**src/rtl/tam_pkg.sv**
```systemverilog
`timescale 1ns/1ps
// Shared opcode values and write-source selector for the three-address core.
// Assumes a 4-bit opcode field at the top of every instruction word.
package tam_pkg;
    localparam int OPC_W = 4;

    localparam logic [OPC_W-1:0] OPC_HALT  = 4'd0;
    localparam logic [OPC_W-1:0] OPC_LDC   = 4'd1;
    localparam logic [OPC_W-1:0] OPC_ADD   = 4'd2;
    localparam logic [OPC_W-1:0] OPC_SUB   = 4'd3;
    localparam logic [OPC_W-1:0] OPC_CPYI  = 4'd4;
    localparam logic [OPC_W-1:0] OPC_CPYO  = 4'd5;
    localparam logic [OPC_W-1:0] OPC_JPOS  = 4'd6;
    localparam logic [OPC_W-1:0] OPC_READ  = 4'd7;
    localparam logic [OPC_W-1:0] OPC_PRINT = 4'd8;

    // Which value an instruction deposits into the register file.
    typedef enum logic [2:0] {
        WS_NONE,
        WS_IMM,
        WS_SUM,
        WS_DIFF,
        WS_IND,
        WS_SRC,
        WS_INPUT
    } wsel_e;
endpackage

```
**src/rtl/tam_decode.sv**
```systemverilog
`timescale 1ns/1ps
// Splits an instruction word into its fields and derives control flags.
// Assumes the layout {op, d, s1, s2, imm}, most significant field first.
// Undefined opcodes decode to a plain no-operation.
module tam_decode
    import tam_pkg::*;
#(
    parameter int DATA_W = 16,
    parameter int RA_W   = 4
) (
    input  logic [OPC_W+3*RA_W+DATA_W-1:0] instr,
    output logic [RA_W-1:0]                d_idx,
    output logic [RA_W-1:0]                s1_idx,
    output logic [RA_W-1:0]                s2_idx,
    output logic [DATA_W-1:0]              imm,
    output wsel_e                          wsel,
    output logic                           is_halt,
    output logic                           is_read,
    output logic                           is_print,
    output logic                           is_jpos
);
    localparam int INSTR_W = OPC_W + 3*RA_W + DATA_W;
    localparam int D_HI    = INSTR_W - OPC_W - 1;
    localparam int S1_HI   = D_HI - RA_W;
    localparam int S2_HI   = S1_HI - RA_W;

    logic [OPC_W-1:0] opc;

    // Field extraction at fixed positions.
    always_comb begin
        opc    = instr[INSTR_W-1 -: OPC_W];
        d_idx  = instr[D_HI -: RA_W];
        s1_idx = instr[S1_HI -: RA_W];
        s2_idx = instr[S2_HI -: RA_W];
        imm    = instr[DATA_W-1:0];
    end

    // Opcode to control flags.
    always_comb begin
        wsel     = WS_NONE;
        is_halt  = 1'b0;
        is_read  = 1'b0;
        is_print = 1'b0;
        is_jpos  = 1'b0;
        case (opc)
            OPC_HALT:  is_halt = 1'b1;
            OPC_LDC:   wsel = WS_IMM;
            OPC_ADD:   wsel = WS_SUM;
            OPC_SUB:   wsel = WS_DIFF;
            OPC_CPYI:  wsel = WS_IND;
            OPC_CPYO:  wsel = WS_SRC;
            OPC_JPOS:  is_jpos = 1'b1;
            OPC_READ: begin
                is_read = 1'b1;
                wsel    = WS_INPUT;
            end
            OPC_PRINT: is_print = 1'b1;
            default:   ;
        endcase
    end
endmodule

```
**src/rtl/tam_regfile.sv**
```systemverilog
`timescale 1ns/1ps
// Data register file: NRD direct asynchronous read ports, one extra read
// port for pointer-chased reads, one synchronous write port.
// Assumes NREG == 2**RA_W so every index names a real register.
// All reads see the state before the current edge's write.
module tam_regfile #(
    parameter int DATA_W = 16,
    parameter int NREG   = 16,
    parameter int RA_W   = 4,
    parameter int NRD    = 3
) (
    input  logic                        clk,
    input  logic                        rst_n,
    input  logic                        wr_en,
    input  logic [RA_W-1:0]             wr_idx,
    input  logic [DATA_W-1:0]           wr_data,
    input  logic [NRD-1:0][RA_W-1:0]    rd_idx,
    output logic [NRD-1:0][DATA_W-1:0]  rd_data,
    input  logic [RA_W-1:0]             ptr_idx,
    output logic [DATA_W-1:0]           ptr_data
);
    logic [NREG-1:0][DATA_W-1:0] regs;

    // Storage: clear on reset, single write per cycle.
    always_ff @(posedge clk) begin
        if (!rst_n) begin
            for (int i = 0; i < NREG; i++) begin
                regs[i] <= '0;
            end
        end else if (wr_en) begin
            regs[wr_idx] <= wr_data;
        end
    end

    // Direct read ports.
    for (genvar p = 0; p < NRD; p++) begin : g_rd
        assign rd_data[p] = regs[rd_idx[p]];
    end

    // Pointer-chased read port.
    assign ptr_data = regs[ptr_idx];
endmodule

```
**src/rtl/tam_exec.sv**
```systemverilog
`timescale 1ns/1ps
// Datapath for one instruction: adder/subtractor, write-back selection,
// pointer index extraction and the positive-value branch test.
// Assumes PC_W <= DATA_W (branch targets come from the immediate field).
module tam_exec
    import tam_pkg::*;
#(
    parameter int DATA_W = 16,
    parameter int RA_W   = 4,
    parameter int PC_W   = 8
) (
    input  wsel_e             wsel,
    input  logic              is_jpos,
    input  logic [RA_W-1:0]   d_idx,
    input  logic [DATA_W-1:0] imm,
    input  logic [DATA_W-1:0] s1_val,
    input  logic [DATA_W-1:0] s2_val,
    input  logic [DATA_W-1:0] d_val,
    input  logic [DATA_W-1:0] ind_val,
    input  logic [DATA_W-1:0] in_data,
    output logic [RA_W-1:0]   ind_idx,
    output logic              wr_req,
    output logic [RA_W-1:0]   wr_idx,
    output logic [DATA_W-1:0] wr_data,
    output logic              br_take,
    output logic [PC_W-1:0]   br_target
);
    logic [DATA_W-1:0] sum;
    logic [DATA_W-1:0] diff;
    logic [RA_W-1:0]   d_ptr;

    // Arithmetic on the old operand values.
    always_comb begin
        sum  = s1_val + s2_val;
        diff = s1_val - s2_val;
    end

    // Pointer indexes are the low bits of the pointer register.
    always_comb begin
        ind_idx = RA_W'(s1_val);
        d_ptr   = RA_W'(d_val);
    end

    // Write-back value and destination selection.
    always_comb begin
        wr_req = (wsel != WS_NONE);
        wr_idx = (wsel == WS_SRC) ? d_ptr : d_idx;
        case (wsel)
            WS_IMM:   wr_data = imm;
            WS_SUM:   wr_data = sum;
            WS_DIFF:  wr_data = diff;
            WS_IND:   wr_data = ind_val;
            WS_SRC:   wr_data = s1_val;
            WS_INPUT: wr_data = in_data;
            default:  wr_data = '0;
        endcase
    end

    // Branch when the tested value is nonzero with its sign bit clear.
    always_comb begin
        br_take   = is_jpos && (s1_val != '0) && !s1_val[DATA_W-1];
        br_target = imm[PC_W-1:0];
    end
endmodule

```
**src/rtl/tam_seq.sv**
```systemverilog
`timescale 1ns/1ps
// Sequencer: program counter, halt flag and stream handshake control.
// Assumes the instruction at pc stays constant while the core stalls.
// An instruction retires ("advance") only when its handshake completes.
module tam_seq #(
    parameter int PC_W = 8
) (
    input  logic            clk,
    input  logic            rst_n,
    input  logic            is_halt,
    input  logic            is_read,
    input  logic            is_print,
    input  logic            br_take,
    input  logic [PC_W-1:0] br_target,
    input  logic            in_valid,
    input  logic            out_ready,
    output logic [PC_W-1:0] pc,
    output logic            halted,
    output logic            advance,
    output logic            in_ready,
    output logic            out_valid
);
    logic wait_in;
    logic wait_out;

    // Stall and handshake decisions for the current instruction.
    always_comb begin
        wait_in   = is_read && !in_valid;
        wait_out  = is_print && !out_ready;
        advance   = !halted && !is_halt && !wait_in && !wait_out;
        in_ready  = !halted && is_read;
        out_valid = !halted && is_print;
    end

    // Program counter and sticky halt flag.
    always_ff @(posedge clk) begin
        if (!rst_n) begin
            pc     <= '0;
            halted <= 1'b0;
        end else if (!halted && is_halt) begin
            halted <= 1'b1;
        end else if (advance) begin
            pc <= br_take ? br_target : pc + PC_W'(1);
        end
    end
endmodule

```
**src/rtl/tam_core.sv**
```systemverilog
`timescale 1ns/1ps
// Three-address register machine core. Fetches from a combinational
// program ROM, executes one instruction per cycle, and stalls only on the
// input and output streams. Assumes NREG is a power of two and PC_W <= DATA_W.
module tam_core
    import tam_pkg::*;
#(
    parameter int DATA_W = 16,
    parameter int NREG   = 16,
    parameter int PC_W   = 8
) (
    input  logic                                    clk,
    input  logic                                    rst_n,
    output logic [PC_W-1:0]                         rom_addr,
    input  logic [OPC_W+3*$clog2(NREG)+DATA_W-1:0]  rom_data,
    input  logic                                    in_valid,
    output logic                                    in_ready,
    input  logic [DATA_W-1:0]                       in_data,
    output logic                                    out_valid,
    input  logic                                    out_ready,
    output logic [DATA_W-1:0]                       out_data,
    output logic                                    halted
);
    localparam int RA_W = $clog2(NREG);
    localparam int NRD  = 3;
    localparam int P_S1 = 0;
    localparam int P_S2 = 1;
    localparam int P_D  = 2;

    logic [RA_W-1:0]               d_idx, s1_idx, s2_idx;
    logic [DATA_W-1:0]             imm;
    wsel_e                         wsel;
    logic                          is_halt, is_read, is_print, is_jpos;
    logic [NRD-1:0][RA_W-1:0]      rd_idx;
    logic [NRD-1:0][DATA_W-1:0]    rd_data;
    logic [RA_W-1:0]               ind_idx;
    logic [DATA_W-1:0]             ind_val;
    logic                          wr_req, advance, br_take;
    logic [RA_W-1:0]               wr_idx;
    logic [DATA_W-1:0]             wr_data;
    logic [PC_W-1:0]               br_target;

    tam_decode #(.DATA_W(DATA_W), .RA_W(RA_W)) u_dec (
        .instr    (rom_data),
        .d_idx    (d_idx),
        .s1_idx   (s1_idx),
        .s2_idx   (s2_idx),
        .imm      (imm),
        .wsel     (wsel),
        .is_halt  (is_halt),
        .is_read  (is_read),
        .is_print (is_print),
        .is_jpos  (is_jpos)
    );

    // Read-port index routing.
    always_comb begin
        rd_idx[P_S1] = s1_idx;
        rd_idx[P_S2] = s2_idx;
        rd_idx[P_D]  = d_idx;
    end

    tam_regfile #(.DATA_W(DATA_W), .NREG(NREG), .RA_W(RA_W), .NRD(NRD)) u_rf (
        .clk      (clk),
        .rst_n    (rst_n),
        .wr_en    (wr_req && advance),
        .wr_idx   (wr_idx),
        .wr_data  (wr_data),
        .rd_idx   (rd_idx),
        .rd_data  (rd_data),
        .ptr_idx  (ind_idx),
        .ptr_data (ind_val)
    );

    tam_exec #(.DATA_W(DATA_W), .RA_W(RA_W), .PC_W(PC_W)) u_exe (
        .wsel      (wsel),
        .is_jpos   (is_jpos),
        .d_idx     (d_idx),
        .imm       (imm),
        .s1_val    (rd_data[P_S1]),
        .s2_val    (rd_data[P_S2]),
        .d_val     (rd_data[P_D]),
        .ind_val   (ind_val),
        .in_data   (in_data),
        .ind_idx   (ind_idx),
        .wr_req    (wr_req),
        .wr_idx    (wr_idx),
        .wr_data   (wr_data),
        .br_take   (br_take),
        .br_target (br_target)
    );

    tam_seq #(.PC_W(PC_W)) u_seq (
        .clk       (clk),
        .rst_n     (rst_n),
        .is_halt   (is_halt),
        .is_read   (is_read),
        .is_print  (is_print),
        .br_take   (br_take && advance),
        .br_target (br_target),
        .in_valid  (in_valid),
        .out_ready (out_ready),
        .pc        (rom_addr),
        .halted    (halted),
        .advance   (advance),
        .in_ready  (in_ready),
        .out_valid (out_valid)
    );

    // The printed word is always the first source operand.
    assign out_data = rd_data[P_S1];
endmodule

```
**config.mk**
```make
export PLATFORM = sky130hd
export DESIGN_NAME = tam_core
export DESIGN_NICKNAME = d
export VERILOG_FILES = /design/src/rtl/tam_pkg.sv /design/src/rtl/tam_decode.sv /design/src/rtl/tam_regfile.sv /design/src/rtl/tam_exec.sv /design/src/rtl/tam_seq.sv /design/src/rtl/tam_core.sv
export SDC_FILE = /design/constraint.sdc
export NUM_CORES = 1
export LEC_CHECK = 0
export BUFFER_PORTS_ARGS = -buffer_cell sky130_fd_sc_hd__buf_2
export CORE_MARGIN = 8
export CORE_UTILIZATION = 55
export DETAILED_ROUTE_END_ITERATION = 8
export PLACE_DENSITY = 0.74
export SYNTH_ARGS = -nofsm -noshare
export SYNTH_HDL_FRONTEND = slang
export SYNTH_SLANG_ARGS = --single-unit
export TNS_END_PERCENT = 100
```
**constraint.sdc**
```tcl
create_clock -name clk -period 6.99 [get_ports clk]
set_input_delay 0.3495 -clock clk [delete_from_list [all_inputs] [get_ports clk]]
set_output_delay 0.3495 -clock clk [all_outputs]
set_load 0.02 [all_outputs]
```
Word level (Yosys, flattened, before mapping). Index checks and enable logic that the tools add are counted.

$add $sub $neg: 3. Multipliers: 0. Div/mod/pow operators: 0. Order comparisons: 6. Eq/ne operators: 14. Shift-type cells: 0. Multiplexer cells: 19. Bitwise logic cells: 1. Reduce and logical (&&, ||, !) cells: 24.

Operators by type and width (count): 16-bit binary-select mux with 4-bit select (4); 256-bit bitwise mux (1); 16-bit case mux with 6 select lines (1); 16-bit demux with 4-bit select (1); 16-bit two-way mux (4); 4-bit by 5-bit less-than comparator with 1-bit output (second input constant) (5); 3-bit case mux with 6 select lines (1); 16-bit adder (1); 4-bit by 3-bit equality test with 1-bit output (second input constant) (4); 16-bit nonzero test (1); 16-bit subtractor (1); 1-bit logical AND (13); 3-bit equality test (second input constant) (3); 8-bit by 1-bit adder with 8-bit output (second input constant) (1); 4-bit by 2-bit equality test with 1-bit output (second input constant) (2); 4-bit two-way mux (2); 8-bit two-way mux (1); 1-bit logical NOT (7); 3-bit by 2-bit equality test with 1-bit output (second input constant) (2); 4-bit by 1-bit equality test with 1-bit output (second input constant) (1); 4-bit equality test (second input constant) (1); 4-bit by 1-bit greater-or-equal comparator with 1-bit output (second input constant) (1); 4-bit logical NOT (1); 1-bit two-way mux (4); other kinds (4) (4).

Flip-flop bits (word level): 265. Bits in latches: 0. Bits in writable memories: 0. Memory bits (read-only): 0. Bits of input ports: 52. Output and inout port bits: 27. Logic and storage cells: 85. Memories kept: 0.

Longest topological paths before layout. Gate-level depths: netlist (run 1).

Depth in word-level cells: 9. Mapped depth: 22. Depth with buffers taken out: 19.

By module. A second synthesis (run 1) with hierarchy kept.

Cell total of the unflattened synthesis: 2126. Area, all modules: 20840.0 µm².

Modules (own cells, without submodules): tam_regfile (times used 1, cells an instance 1758, area an instance 18173.7 µm², seq. area each 5124.9 µm²); tam_exec (times used 1, cells an instance 257, area an instance 1835.5 µm², seq. area each 0.0 µm²); tam_seq (times used 1, cells an instance 71, area an instance 533.0 µm², seq. area each 180.2 µm²); tam_decode (times used 1, cells an instance 38, area an instance 285.3 µm², seq. area each 0.0 µm²); tam_core (times used 1, cells an instance 2, area an instance 12.5 µm², seq. area each 0.0 µm²).

Worst setup path after synthesis (run 1). OpenSTA, ideal clock, no wires.

Kind: in2reg. Start point: in rom_data[16]. End point: reg u_rf.regs[111] in the netlist's numbering. Setup time: 0.133 ns. Arrival: 4.957 ns. Data required time: 6.857 ns. Path slack: 1.900 ns. Stages: 20. Path buffers: 4. Cells stage by stage: buf_4 > buf_2 > buf_2 > mux4_2 > a221oi_1 > nand2_1 > o31ai_1 > nand2_1 > xnor2_1 > ha_1 > or3_1 > or3_1 > o211ai_1 > a21oi_1 > o211ai_1 > a21oi_1 > mux2_2 > nor3_4 > buf_4 > a21oi_1.

Cells in the longest elaborated chain, start to end: 5. Elaborated cells between the ends (all ways): 6. Classes of those cells: add/sub (2); mux (4).

RTL lines: from (decl) (RTL line tam_core.sv:15) `input logic [OPC_W+3*$clog2(NREG)+DATA_W-1:0] rom_data,`; 16-bit binary-select mux with 4-bit select * (RTL line tam_regfile.sv:37) `assign rd_data[p] = regs[rd_idx[p]];`; 16-bit two-way mux (implied by the code) * (RTL line tam_regfile.sv:37); 16-bit subtractor / 16-bit adder (equally long branches) (RTL line tam_exec.sv:35, tam_exec.sv:34); 16-bit case mux with 6 select lines * (RTL line tam_exec.sv:48) `case (wsel)`; 256-bit bitwise mux * (RTL line tam_regfile.sv:31) `regs[wr_idx] <= wr_data;`; to (signal, indexed assignment) (RTL line tam_regfile.sv:31); to (decl) (RTL line tam_regfile.sv:22) `logic [NREG-1:0][DATA_W-1:0] regs;`.

Mark *: on every way between the ends. The rest lies on a longest branch, timed or not. The select of a mux whose other input is x is not followed. A chain may end at the register's enable or synchronous reset.

Worst setup path after layout (run 1).
Start point: reg u_rf.regs[164] in the netlist's numbering. End point: reg u_rf.regs[239] in the netlist's numbering.

Cells in the longest elaborated chain, start to end: 5. Elaborated cells between the ends (all ways): 8. Classes of those cells: add/sub (2); mux (6).

RTL lines (RTL line): 16-bit binary-select mux with 4-bit select (tam_regfile.sv:37); 16-bit two-way mux (implied by the code) (tam_regfile.sv:37); 16-bit subtractor / 16-bit adder (equally long branches) (tam_exec.sv:35, tam_exec.sv:34); 16-bit case mux with 6 select lines * (tam_exec.sv:48); 256-bit bitwise mux * (tam_regfile.sv:31).

Marks and branches as above.

==> impl_summary.md, run 1 <==
Run status
The flow ran to the end, and the final reports show no timing, DRC or antenna violations.

Die
Measured along the y axis, the die boundary spans ~190 um. The floorplan step defined a core boundary enclosing 30300 um2. The horizontal die dimension is between 150 and 200 um. The initialized floorplan defines 64 standard-cell rows.

The die footprint is about 36000 um2. During I/O placement, the number of pins put on the boundary was a little under 80. The initial standard-cell utilization of the core is a little under three fifths.

Clock network
The clock buffer count from CTS is 28. Counting along the longest clock path gives a buffer depth of 3. The number of sinks on the clock net is 265. The later pin in the worst-skew pair is clocked with a latency of ~0.56 ns. The clock tree from TritonCTS is done. The hold-fix buffer count after cts is 0. The clock transition at the registers of the reported paths is 0.06 ns. The number of gates resized after CTS was 0. The clock root buffer master is sky130_fd_sc_hd__clkbuf_16. Buffers added to address setup during post-CTS repair amount to 0. CTS built an H-tree with a depth of 1.

GRT
The total routing resource utilization after global routing is between 30% and 40%. The first global-routing pass estimated between 80 and 90 mm of wire. The total global routing overflow is 0. Entering global routing, the biggest net connects 129 pins. The number of antenna violations at the first check in global routing came to 1. The number of global-route vias before repair came to between 10000 and 15000.

Synthesis
The portion of synthesized cell area occupied by the leading cell type is approximately a third. When the netlist entered floorplanning its net count stood at between 1500 and 2000. Sorting the synthesized cells by area gives the leading types as sky130_fd_sc_hd__dfxtp_1 32%, sky130_fd_sc_hd__mux4_2 28%, sky130_fd_sc_hd__a21oi_1 6.9%. Of the synthesized area, sequential elements account for between 30% and 40%.

After synthesis the netlist holds a flip-flop and latch count of 265. The synthesized instance count is approximately 1600. After synthesis, the share of flip-flops with an asynchronous set or reset is 0%. The total number of yosys warnings is 0. The largest total area in the synthesized netlist belongs to sky130_fd_sc_hd__dfxtp_1. The post-synthesis instance area is between 15000 and 20000 um2.

In this run, distinct cell masters in the synthesized netlist total 65. The dominant cell by count in the synthesized netlist is sky130_fd_sc_hd__dfxtp_1. A synthesized cell averages a little over 10 um2. By count the netlist is led by 265 x sky130_fd_sc_hd__dfxtp_1, 231 x sky130_fd_sc_hd__a21oi_1, 230 x sky130_fd_sc_hd__o21ai_0, 206 x sky130_fd_sc_hd__mux4_2, 112 x sky130_fd_sc_hd__clkbuf_1.

The top flip-flop cell by instance count after synthesis is sky130_fd_sc_hd__dfxtp_1. The number of flops mapped to enable cells by yosys is 0.

Timing
The setup TNS is 0 ns. The headroom to the max-slew limit is between 20% and 30%. Static timing analysis puts the maximum clock frequency at 0.173 GHz. Of the available clock period, the critical path in the final layout requires approximately 83%. The final count of pins violating max slew came to 0. The slew at the pin with the worst max-slew slack is ~1.2 ns. The number of endpoints failing setup at the final stage is 0. The count of endpoints failing hold in the final timing report is 0. The final critical-path required period is slightly below 6 ns.

The largest clock skew in the final design is approximately 0.017 ns. Setup repair after global routing left no endpoint under its margin.

Drt
The routed wirelength normalized by instance count is approximately 28 um. The via count is roughly 15000. The number of optimization iterations in the first detailed-route pass is 6. In this run, the number of DRC markers left after iteration 0 of detailed routing was roughly 2500. The ratio of routed vias to standard cells is 7.39. The DRC violation count after routing is 0.

The detail route stage leaves a number of antenna-violating nets equal to 0. The routed design has 56.6 mm of wire.

Power and ir drop
Power comes to between 3 and 4 mW. VDD sags by at most around 0.00017 V. The analysis attributes to cell leakage a power of around 6.3 nW.

For this design the ratio of total power to cell area is roughly 200 nW/um2.

Worst setup path
Along the worst path, the maximum fanout reaches 16. Broken down by cell family, the worst path's largest delay share belongs to simple AND/OR/NAND/NOR gates. The count of buffering cells on the critical path with inverters included is 0.

The signal on the critical path passes through mux4_2 > a22o_1 > a221oi_1 > nor4b_1 > nor2b_1 > nand2b_1 > o31ai_1 > nand2_1 > xnor2_1 > ha_1 > or3_1 > or3_1 > o211ai_1 > a21oi_1 > o211ai_1 > a21oi_1 > mux2_2 > nor3_4 > a211oi_1. The worst path arrival time is 6.18 ns. The critical path capture point type is a flip-flop.

The slowest cell on the critical path is sky130_fd_sc_hd__nor4b_1. The path type of the worst setup path is flip-flop to flip-flop. The maximum single-stage delay on the critical path is 0.58 ns.

The startpoint type of the worst setup path is a flip-flop. For the worst setup path, the data required time is roughly 7.4 ns.

Finish
The relative area change from synthesis to final layout is 8.66%. Leaving out filler cells and counting taps, the final layout contains approximately 2000. The final core utilization is approximately three fifths. The final layout contains about 1700 nets. The proportion of layout cells with a drive suffix above 1 is roughly a quarter. After routing the design area is roughly 18000 um2.

Placement
In this run the cell area measured after placement is ~17000 um2. Once detailed placement completed, the half-perimeter wirelength came to roughly 37 mm. The number of placed instances, taps included, is 1990. The last weighted congestion value of the routability-driven placer is 0.925. During placement, the flow inserted port buffers numbering between 70 and 80.

Run
The max-capacitance violation count is 0.

Worst hold path
The min-delay analysis places its worst path in the category primary input to flip-flop.
[sequential cells by signal, indices dropped and copies added (netlist names)]
| name | flops |
|---|---|
| u_rf.regs | 256 |
| u_seq.pc | 8 |
| u_seq.halted | 1 |
[where the power goes]
group | internal [mW] | switching, mW | total, mW
registers | 1.54 | 0.0344 | 1.58
clock network | 0.937 | 0.624 | 1.56
logic | 0.211 | 0.342 | 0.553
total | 2.69 | 1.00 | 3.69
[path summary, 6_finish.rpt]
| kind | from | end | slack (ns) | depth (start not counted) |
|---|---|---|---|---|
| worst min-delay path | rom_data[6] | u_seq.pc[6]$_SDFFE_PN0P_ | 0.06 | 3 |
| worst max register to register | u_rf.regs[164]$_SDFFE_PN0P_ | u_rf.regs[239]$_SDFFE_PN0P_ | 1.20 | 19 |
| worst max-delay path | u_rf.regs[164]$_SDFFE_PN0P_ | u_rf.regs[239]$_SDFFE_PN0P_ | 1.20 | 19 |
| worst min register to register | u_rf.regs[59]$_SDFFE_PN0P_ | u_rf.regs[59]$_SDFFE_PN0P_ | 0.53 | 2 |
[per-layer routing]
layer	vias up	wire (um)	global-route usage [%]
li1	6390	-	-
met1	7184	20300	40.1
met2	1243	24400	45.5
met3	245	8790	8.98
met4	2	3130	15.8
met5	-	13	0
[per-stage QoR]
stage          hold WS [ns]  setup WS [ns]
4_1_cts              0.0574           1.26
5_1_grt              0.0806          0.909
6_report             0.0551           1.20
3_3_place_gp          0.496          0.914
2_1_floorplan         0.494           1.90
3_5_place_dp          0.514          0.728
[worst min-delay path: cells and delay by family]
kind | cells | cell delay (ns)
AND/OR/NAND/NOR | 1 | 0.07
buffers and inverters | 1 | 0.09
AO/OA/AOI/OAI | 1 | 0.07
[cell families after synthesis]
logic type               share of synthesized area [%]
flip-flops                                        31.7
XOR/XNOR                                          1.10
AND/OR/NAND/NOR                                   7.12
adder cells (fa/ha/maj)                           1.39
buffers and inverters                             5.14
multiplexers                                      31.1
AO/OA/AOI/OAI                                     22.4
[cell usage in the layout (no fill, tap or decap), types with 18 or more instances in the layout]
cell type | Yosys | layout
sky130_fd_sc_hd__buf_4 | 17 | 47
sky130_fd_sc_hd__mux4_2 | 206 | 205
sky130_fd_sc_hd__a211oi_1 | 62 | 62
sky130_fd_sc_hd__clkbuf_16 | 0 | 29
sky130_fd_sc_hd__buf_2 | 21 | 75
sky130_fd_sc_hd__mux2i_1 | 53 | 52
sky130_fd_sc_hd__a21oi_1 | 231 | 231
sky130_fd_sc_hd__dfxtp_1 | 265 | 265
sky130_fd_sc_hd__a22oi_1 | 34 | 34
sky130_fd_sc_hd__nand2_1 | 57 | 57
sky130_fd_sc_hd__nor2_2 | 2 | 18
sky130_fd_sc_hd__o21ai_0 | 230 | 230
sky130_fd_sc_hd__nor2_1 | 106 | 90
[layout make-up]
class,count,area (um2)
inverter,13,48.8
sequential,265,5310
fill,2476,12100
clock buffer,37,796
multi-input combinational,1193,10600
antenna,2,5.00
clock inverter,9,150
tap,396,495
timing repair buffer,123,748
Note: power is estimated with default switching activity, not from simulation.
==> inputs of run 2 (changes only) <==
clock period = 5.9 ns   (was 6.99 ns; I/O delays follow)
==> impl_summary.md, run 2 (synthesis results as in run 1) <==
Run status
The run finished with clean final reports.

Finish
From synthesis to final layout, the design area changed by 9.76%. The count of antenna diodes in the layout is 0 (-2). The layout net count is 1712 (+1.1%). The proportion of layout cells with a drive suffix above 1 is 26.1% (+0.82 points). The area used by multi-input combinational logic is 10600 um2 (about the same).

The largest registers in the layout are u_rf.regs: 256 flops, u_seq.pc: 8 flops, u_seq.halted: 1 flops. The area of all placed cells without fillers was 18300 um2 (+1.0%). The most common cell after layout, fill and taps aside is sky130_fd_sc_hd__dfxtp_1.

In the layout the commonest cells are 265 x sky130_fd_sc_hd__dfxtp_1, 231 x sky130_fd_sc_hd__a21oi_1, 230 x sky130_fd_sc_hd__o21ai_0, 205 x sky130_fd_sc_hd__mux4_2, 90 x sky130_fd_sc_hd__nor2_1. The register ranked first by flip-flop count is u_rf.regs. The number of flip-flops in the largest register was 256 (unchanged).

The area used by sequential logic in the layout came to 5310 um2 (unchanged). The final core utilization is 60.6% (+0.61 points). The number of inserted filler cells in the final layout was 2438 (-1.5%).

Clock network
TritonCTS built the clock tree. The hold-fix buffer count after cts is 0 (unchanged). The clock buffer count from CTS was 29 (+3.6%). The deepest level of the CTS H-tree is 1 (unchanged). The latest clock arrival within the worst-skew pair came to 0.56 ns (about the same). The maximum count of clock buffers along a single path came to 3 (unchanged). CTS placed an instance of sky130_fd_sc_hd__clkbuf_16 at the clock tree root. The count of buffers added by post-CTS timing repair for setup is 0 (unchanged). The clock transition at the registers of the reported paths was 0.07 ns (about the same). The number of sinks on the clock net came to 265 (unchanged). The number of resized instances in the post-cts repair step is 0 (unchanged).

Run
The max-capacitance violation count is 0 (unchanged).

GRT
The total global routing overflow was 0 (unchanged). The global-route wire length before repair is 86.7 mm (-0.37%). The number of antenna violations at the first check in global routing was 0 (-1).

The total routing resource utilization after global routing was 30.6% (about the same). The number of global-route vias before repair was 14700 (-0.14%). The met2 usage in global routing was 46.4% (+0.94 points). The routing usage on met3 came to 8.63% (-0.35 points). The layer flagged by global routing as most heavily used is met2.

The largest net degree at the start of global routing is 127 (-1.6%). The routing usage on met1 is 40.1% (-0.054 points).

Timing
Setup repair after global routing left no endpoint under its margin. The maximum operating frequency is about 0.19 GHz. The worst path needs between 5 and 6 ns of the cycle, external delays included.

The count of endpoints failing hold in the final timing report is 0 (unchanged). The number of endpoints failing setup at the final stage is 0 (unchanged). The slew at the pin with the worst max-slew slack is 1.15 ns (-0.0154 ns). The headroom to the max-slew limit is 23.1% (+0.61 points).

The fraction of the cycle the final worst path needs is between 90% and 100%. The final count of pins violating max slew is 0 (unchanged). The setup TNS is 0 ns (unchanged).

The minimum hold slack is 0.00935 ns (-0.0457 ns). The largest clock skew in the final design was 0.0144 ns (-0.00293 ns).

Power and ir drop
The sequential share of power is 41.9% (-0.8 points). The worst-case vdd ir drop came to 0.000255 V (+51%). The share of total power in the clock network is 43.2% (+0.9 points). The static leakage came to 6.36 nW (+1.6%).

The net switching power is 1.21 mW (+21%). The ratio of total power to cell area came to 243 nW/um2 (+20%). The relative contribution of combinational cells to total power came to 15.0% (about the same). The switching power as a share of total power is 27.2% (+0.14 points). The internal power of the cells is 3.24 mW (+21%).

Worst setup path
The maximum single-stage delay on the critical path is 0.80 ns (+0.22 ns). Among all stages on the critical path, the largest delay is contributed by sky130_fd_sc_hd__nor3_2. The required time at the endpoint of the critical path is 6.28 ns (-1.10 ns). The path type of the worst setup path is primary input to flip-flop. The most frequent cell on the critical path is sky130_fd_sc_hd__buf_4.

The worst setup path is captured at a flip-flop. Traced cell by cell, the critical path runs through buf_4 > buf_4 > mux4_2 > a22o_1 > a221oi_1 > ha_1 > a21oi_1 > xor2_1 > ha_1 > o21ai_0 > a22o_1 > a311oi_1 > o31a_1 > a211oi_1 > buf_4 > nor3_2 > a211oi_1. The worst path arrival time came to 5.74 ns (-0.44 ns).

The maximum fanout count along the critical path is 19 (+3). The startpoint type of the worst setup path is a primary input.

Drt
The via count came to 15300 (+1.8%). The total wire length is 56.9 mm (+0.46%). The iteration-0 DRC count of the detailed router is 2230 (-11%). The count of nets left with antenna violations after detail routing is 0 (unchanged).

The DRC violation count after routing is 0 (unchanged). The routed wirelength normalized by instance count is 27.7 um (-0.47%). The number of optimization iterations in the first detailed-route pass was 6 (unchanged). The ratio of routed vias to standard cells is 7.46 (+0.89%).

Placement
The HPWL after detailed placement is 37.5 mm (+1.1%). The last weighted congestion value of the routability-driven placer is 0.991 (+7.1%). The total of buffers placed on input and output ports is 78 (unchanged). The post-detailed-placement cell area was 17300 um2 (+0.80%).

Die
The core region area came to 30300 um2 (unchanged). The die footprint came to 36200 um2 (unchanged). The horizontal die dimension came to 190 um (unchanged).

The number of rows in the core area came to 64 (unchanged). The initial standard-cell utilization of the core is 55.2% (unchanged). The die height is 190 um (unchanged). The number of I/O pins came to 79 (unchanged).

Worst hold path
The worst hold path belongs to the class primary input to flip-flop.
-- run 2: cell types whose count changed in the layout (fill, tap and decap cells not counted), moves of 2 or more --
cell,change
sky130_fd_sc_hd__diode_2,-2
sky130_fd_sc_hd__buf_4,+16
sky130_fd_sc_hd__clkbuf_8,+3
sky130_fd_sc_hd__clkinv_2,-2
-- run 2: layer usage --
layer / vias up / routed length, um
met5: - / 0
li1: 6421 / -
met4: 0 / 2940
met3: 197 / 8670
met2: 1259 / 25000
met1: 7462 / 20300
-- run 2: area by class of cell --
type	count	share of cell area, %
Tap cell	396	2.70
Sequential cell	265	28.9
Inverter	13	0.266
Timing Repair Buffer	140	4.84
Clock buffer	41	4.58
Clock inverter	9	0.853
Multi-Input combinational cell	1193	57.8
-- run 2: final timing paths --
| check | slack, ns | start | depth (start not counted) | endpoint |
|---|---|---|---|---|
| max | 0.54 | rom_data[16] | 17 | u_rf.regs[218]$_SDFFE_PN0P_ |
| min | 0.009 | rom_data[7] | 3 | u_seq.pc[7]$_SDFFE_PN0P_ |
| max reg2reg | 0.61 | u_rf.regs[164]$_SDFFE_PN0P_ | 18 | u_rf.regs[218]$_SDFFE_PN0P_ |
| min reg2reg | 0.52 | u_rf.regs[44]$_SDFFE_PN0P_ | 2 | u_rf.regs[44]$_SDFFE_PN0P_ |
-- run 2: per-stage QoR --
stage | std cells | setup slack [ns] | power [mW]
6_report | 2057 | 0.541 | 4.46
3_3_place_gp | 2007 | 0.283 | 2.54
5_1_grt | 2057 | 0.201 | 4.58
3_5_place_dp | 2007 | 0.126 | 2.55
2_1_floorplan | 1642 | 0.865 | 2.37
4_1_cts | 2057 | 0.661 | 4.44
-- run 2: worst max-delay path, delay by kind of cell --
kind	cells	cell delay (ns)
compound gates	9	2.37
fa+ha+maj	2	0.72
xor+xnor	1	0.15
buf+inv	3	0.85
mux	1	0.54
simple gates	1	0.80
-- run 2: power by group through the flow --
| stage | clock, mW | sequential [mW] | combinational, mW |
|---|---|---|---|
| after floorplan | 0 | 1.89 | 0.473 |
| after global placement | 0 | 1.90 | 0.638 |
| after detailed placement | 0 | 1.90 | 0.648 |
| after CTS | 1.92 | 1.86 | 0.650 |
| after global routing | 2.01 | 1.87 | 0.706 |
| final | 1.92 | 1.87 | 0.667 |
==> inputs of run 3 (changes only) <==
HOLD_SLACK_MARGIN = 0.05   (was unset)
SKIP_LAST_GASP = 1   (was unset)
==> impl_summary.md, run 3 (synthesis results as in run 1) <==
Clock network
The number of sinks on the clock net was 265 (unchanged). The clock transition at the registers of the reported paths came to 0.06 ns (about the same). The number of resized instances in the post-cts repair step is 0 (unchanged). The clock buffer count from CTS is 29 (unchanged). The count of buffers added by post-CTS timing repair for setup was 0 (unchanged).

The deepest level of the CTS H-tree is 1 (unchanged). The clock root buffer master is sky130_fd_sc_hd__clkbuf_16. The latest clock arrival within the worst-skew pair is 0.56 ns (about the same). The maximum count of clock buffers along a single path was 3 (unchanged). TritonCTS built the clock tree. The hold-fix buffer count after cts came to 7 (+7).

Worst setup path
The worst path arrival time came to 5.69 ns (-0.05 ns). The worst setup path is of the primary input to flip-flop kind. The required time at the endpoint of the critical path was 6.27 ns (about the same).

The startpoint type of the worst setup path is a primary input. In this design, the critical path's most frequently occurring cell is sky130_fd_sc_hd__buf_4. The critical path capture point type is a flip-flop. The critical path goes through buf_4 > buf_4 > mux4_2 > a22o_1 > a221oi_1 > ha_1 > a21oi_1 > xor2_1 > ha_1 > o21ai_0 > a22o_1 > a311oi_1 > o31a_1 > a211oi_1 > buf_4 > nor3_2 > a21oi_1.

The maximum single-stage delay on the critical path is 0.80 ns (about the same). The maximum fanout count along the critical path is 19 (unchanged). The slowest stage of the critical path is the sky130_fd_sc_hd__nor3_2 cell.

GRT
The total global routing overflow is 0 (unchanged). The total routing resource utilization after global routing is 30.7% (+0.098 points). The number of antenna violations at the first check in global routing is 0 (unchanged).

The global-route wire length before repair is 87.0 mm (+0.34%). The number of global-route vias before repair is 14700 (+0.47%). The largest net degree at the start of global routing was 127 (unchanged).

Finish
The layout net count is 1719 (+0.41%). The largest registers in the layout are u_rf.regs: 256 flops, u_seq.pc: 8 flops, u_seq.halted: 1 flops. Counting flops per register, the top entry is u_rf.regs.

The most common cell after layout, fill and taps aside is sky130_fd_sc_hd__dfxtp_1. The count of antenna diodes in the layout came to 0 (unchanged). Leaving out fill and tap cells, the most frequent cells in the layout are 265 x sky130_fd_sc_hd__dfxtp_1, 231 x sky130_fd_sc_hd__a21oi_1, 230 x sky130_fd_sc_hd__o21ai_0, 205 x sky130_fd_sc_hd__mux4_2, 90 x sky130_fd_sc_hd__nor2_1. The proportion of layout cells with a drive suffix above 1 is 26.0% (-0.11 points). The number of inserted filler cells in the final layout was 2426 (-0.49%). The number of flip-flops in the largest register is 256 (unchanged). The relative area change from synthesis to final layout is 10.2%.

Timing
The number of endpoints failing setup at the final stage is 0 (unchanged). The setup TNS came to 0 ns (unchanged). The final critical-path required period is 5.32 ns (-0.0410 ns). The final count of pins violating max slew came to 0 (unchanged).

The minimum hold slack is 0.129 ns (+0.120 ns). The fraction of the cycle the final worst path needs is 90.1% (-0.70 points). The slew at the pin with the worst max-slew slack was 1.16 ns (+0.0163 ns). Setup repair after global routing left no endpoint under its margin. The headroom to the max-slew limit is 22.0% (-1.1 points).

The count of endpoints failing hold in the final timing report is 0 (unchanged). The maximum operating frequency is 0.188 GHz (+0.77%). The largest clock skew in the final design was 0.0188 ns (+0.00433 ns).

Drt
The iteration-0 DRC count of the detailed router came to 2170 (-2.7%). The routed wirelength normalized by instance count was 27.7 um (+0.20%). The DRC violation count after routing came to 0 (unchanged). The count of nets left with antenna violations after detail routing is 0 (unchanged). The via count was 15400 (+0.42%). The total wire length was 57.2 mm (+0.54%). The number of optimization iterations in the first detailed-route pass is 8 (+2).

The ratio of routed vias to standard cells is 7.46 (about the same).

Run status
The flow ran to the end, and the final reports show no timing, DRC or antenna violations.

Die
The die height came to 190 um (unchanged). The number of I/O pins came to 79 (unchanged). The number of rows in the core area is 64 (unchanged). The initial standard-cell utilization of the core came to 55.2% (unchanged).

The die footprint came to 36200 um2 (unchanged). The core region area was 30300 um2 (unchanged). The horizontal die dimension is 190 um (unchanged).

Power and ir drop
The worst-case vdd ir drop was 0.000256 V (+0.34%). The post-layout total power is 4.46 mW (+0.11%). The static leakage was 6.39 nW (+0.46%). The ratio of total power to cell area came to 242 nW/um2 (-0.27%).

Placement
The last weighted congestion value of the routability-driven placer came to 0.991 (unchanged). The HPWL after detailed placement is 37.5 mm (unchanged). The total of buffers placed on input and output ports came to 78 (unchanged).

Worst hold path
The class of the worst hold path is primary input to flip-flop.

Run
The max-capacitance violation count is 0 (unchanged).
-- run 3: changes by cell type in the layout (fill, tap and decap cells not counted), sizes merged --
cell         before  now
dlygate4sd3       0    7
-- run 3: layout make-up --
class                   instances  area, um2  share of cell area, %
clock buffers                  41        841                   4.57
clock inverters                 9        156                  0.849
inverters                      13       48.8                  0.265
multi-input cells            1193      10600                   57.6
flip-flops and latches        265       5310                   28.8
well taps                     396        495                   2.69
repair buffers                147        958                   5.21
-- run 3: power by group --
part / internal, mW / leakage (nW) / switching, mW
clock: 1.16 / 0.479 / 0.765
sequential: 1.83 / 2.14 / 0.0405
combinational: 0.261 / 3.77 / 0.411
total: 3.25 / 6.39 / 1.22
-- run 3: critical path: cells and delay by family --
kind / cells / cell delay [ns]
mux: 1 / 0.53
xor+xnor: 1 / 0.16
compound gates: 9 / 2.34
fa+ha+maj: 2 / 0.72
simple gates: 1 / 0.80
buf+inv: 3 / 0.83
-- run 3: layer usage --
metal / GRT usage [%] / up-vias / wire length (um)
li1: - / 6450 / -
met1: 40.1 / 7480 / 20700
met4: 14.6 / 0 / 2970
met2: 46.7 / 1264 / 25000
met5: 0 / - / 0
met3: 8.63 / 209 / 8440
-- run 3: through the flow --
| step | cell area (um2) | instances | utilization, % | worst slack, ns |
|---|---|---|---|---|
| finish | 18400 | 2064 | 60.8 | 0.582 |
| global route | 18400 | 2064 | 60.8 | 0.201 |
| CTS | 18400 | 2064 | 60.8 | 0.661 |
| detailed placement | 17300 | 2007 | 57.3 | 0.126 |
| global placement | 17300 | 2007 | 57.3 | 0.283 |
| floorplan | 16700 | 1642 | - | 0.865 |
-- run 3: final timing paths --
| kind | from | to | slack [ns] | cells past startpoint |
|---|---|---|---|---|
| worst max-delay path | rom_data[16] | u_rf.regs[10]$_SDFFE_PN0P_ | 0.58 | 17 |
| worst min-delay path | rom_data[1] | u_seq.pc[1]$_SDFFE_PN0P_ | 0.13 | 5 |
| worst max register to register | u_rf.regs[132]$_SDFFE_PN0P_ | u_rf.regs[10]$_SDFFE_PN0P_ | 0.61 | 18 |
| worst min register to register | u_rf.regs[44]$_SDFFE_PN0P_ | u_rf.regs[44]$_SDFFE_PN0P_ | 0.52 | 2 |
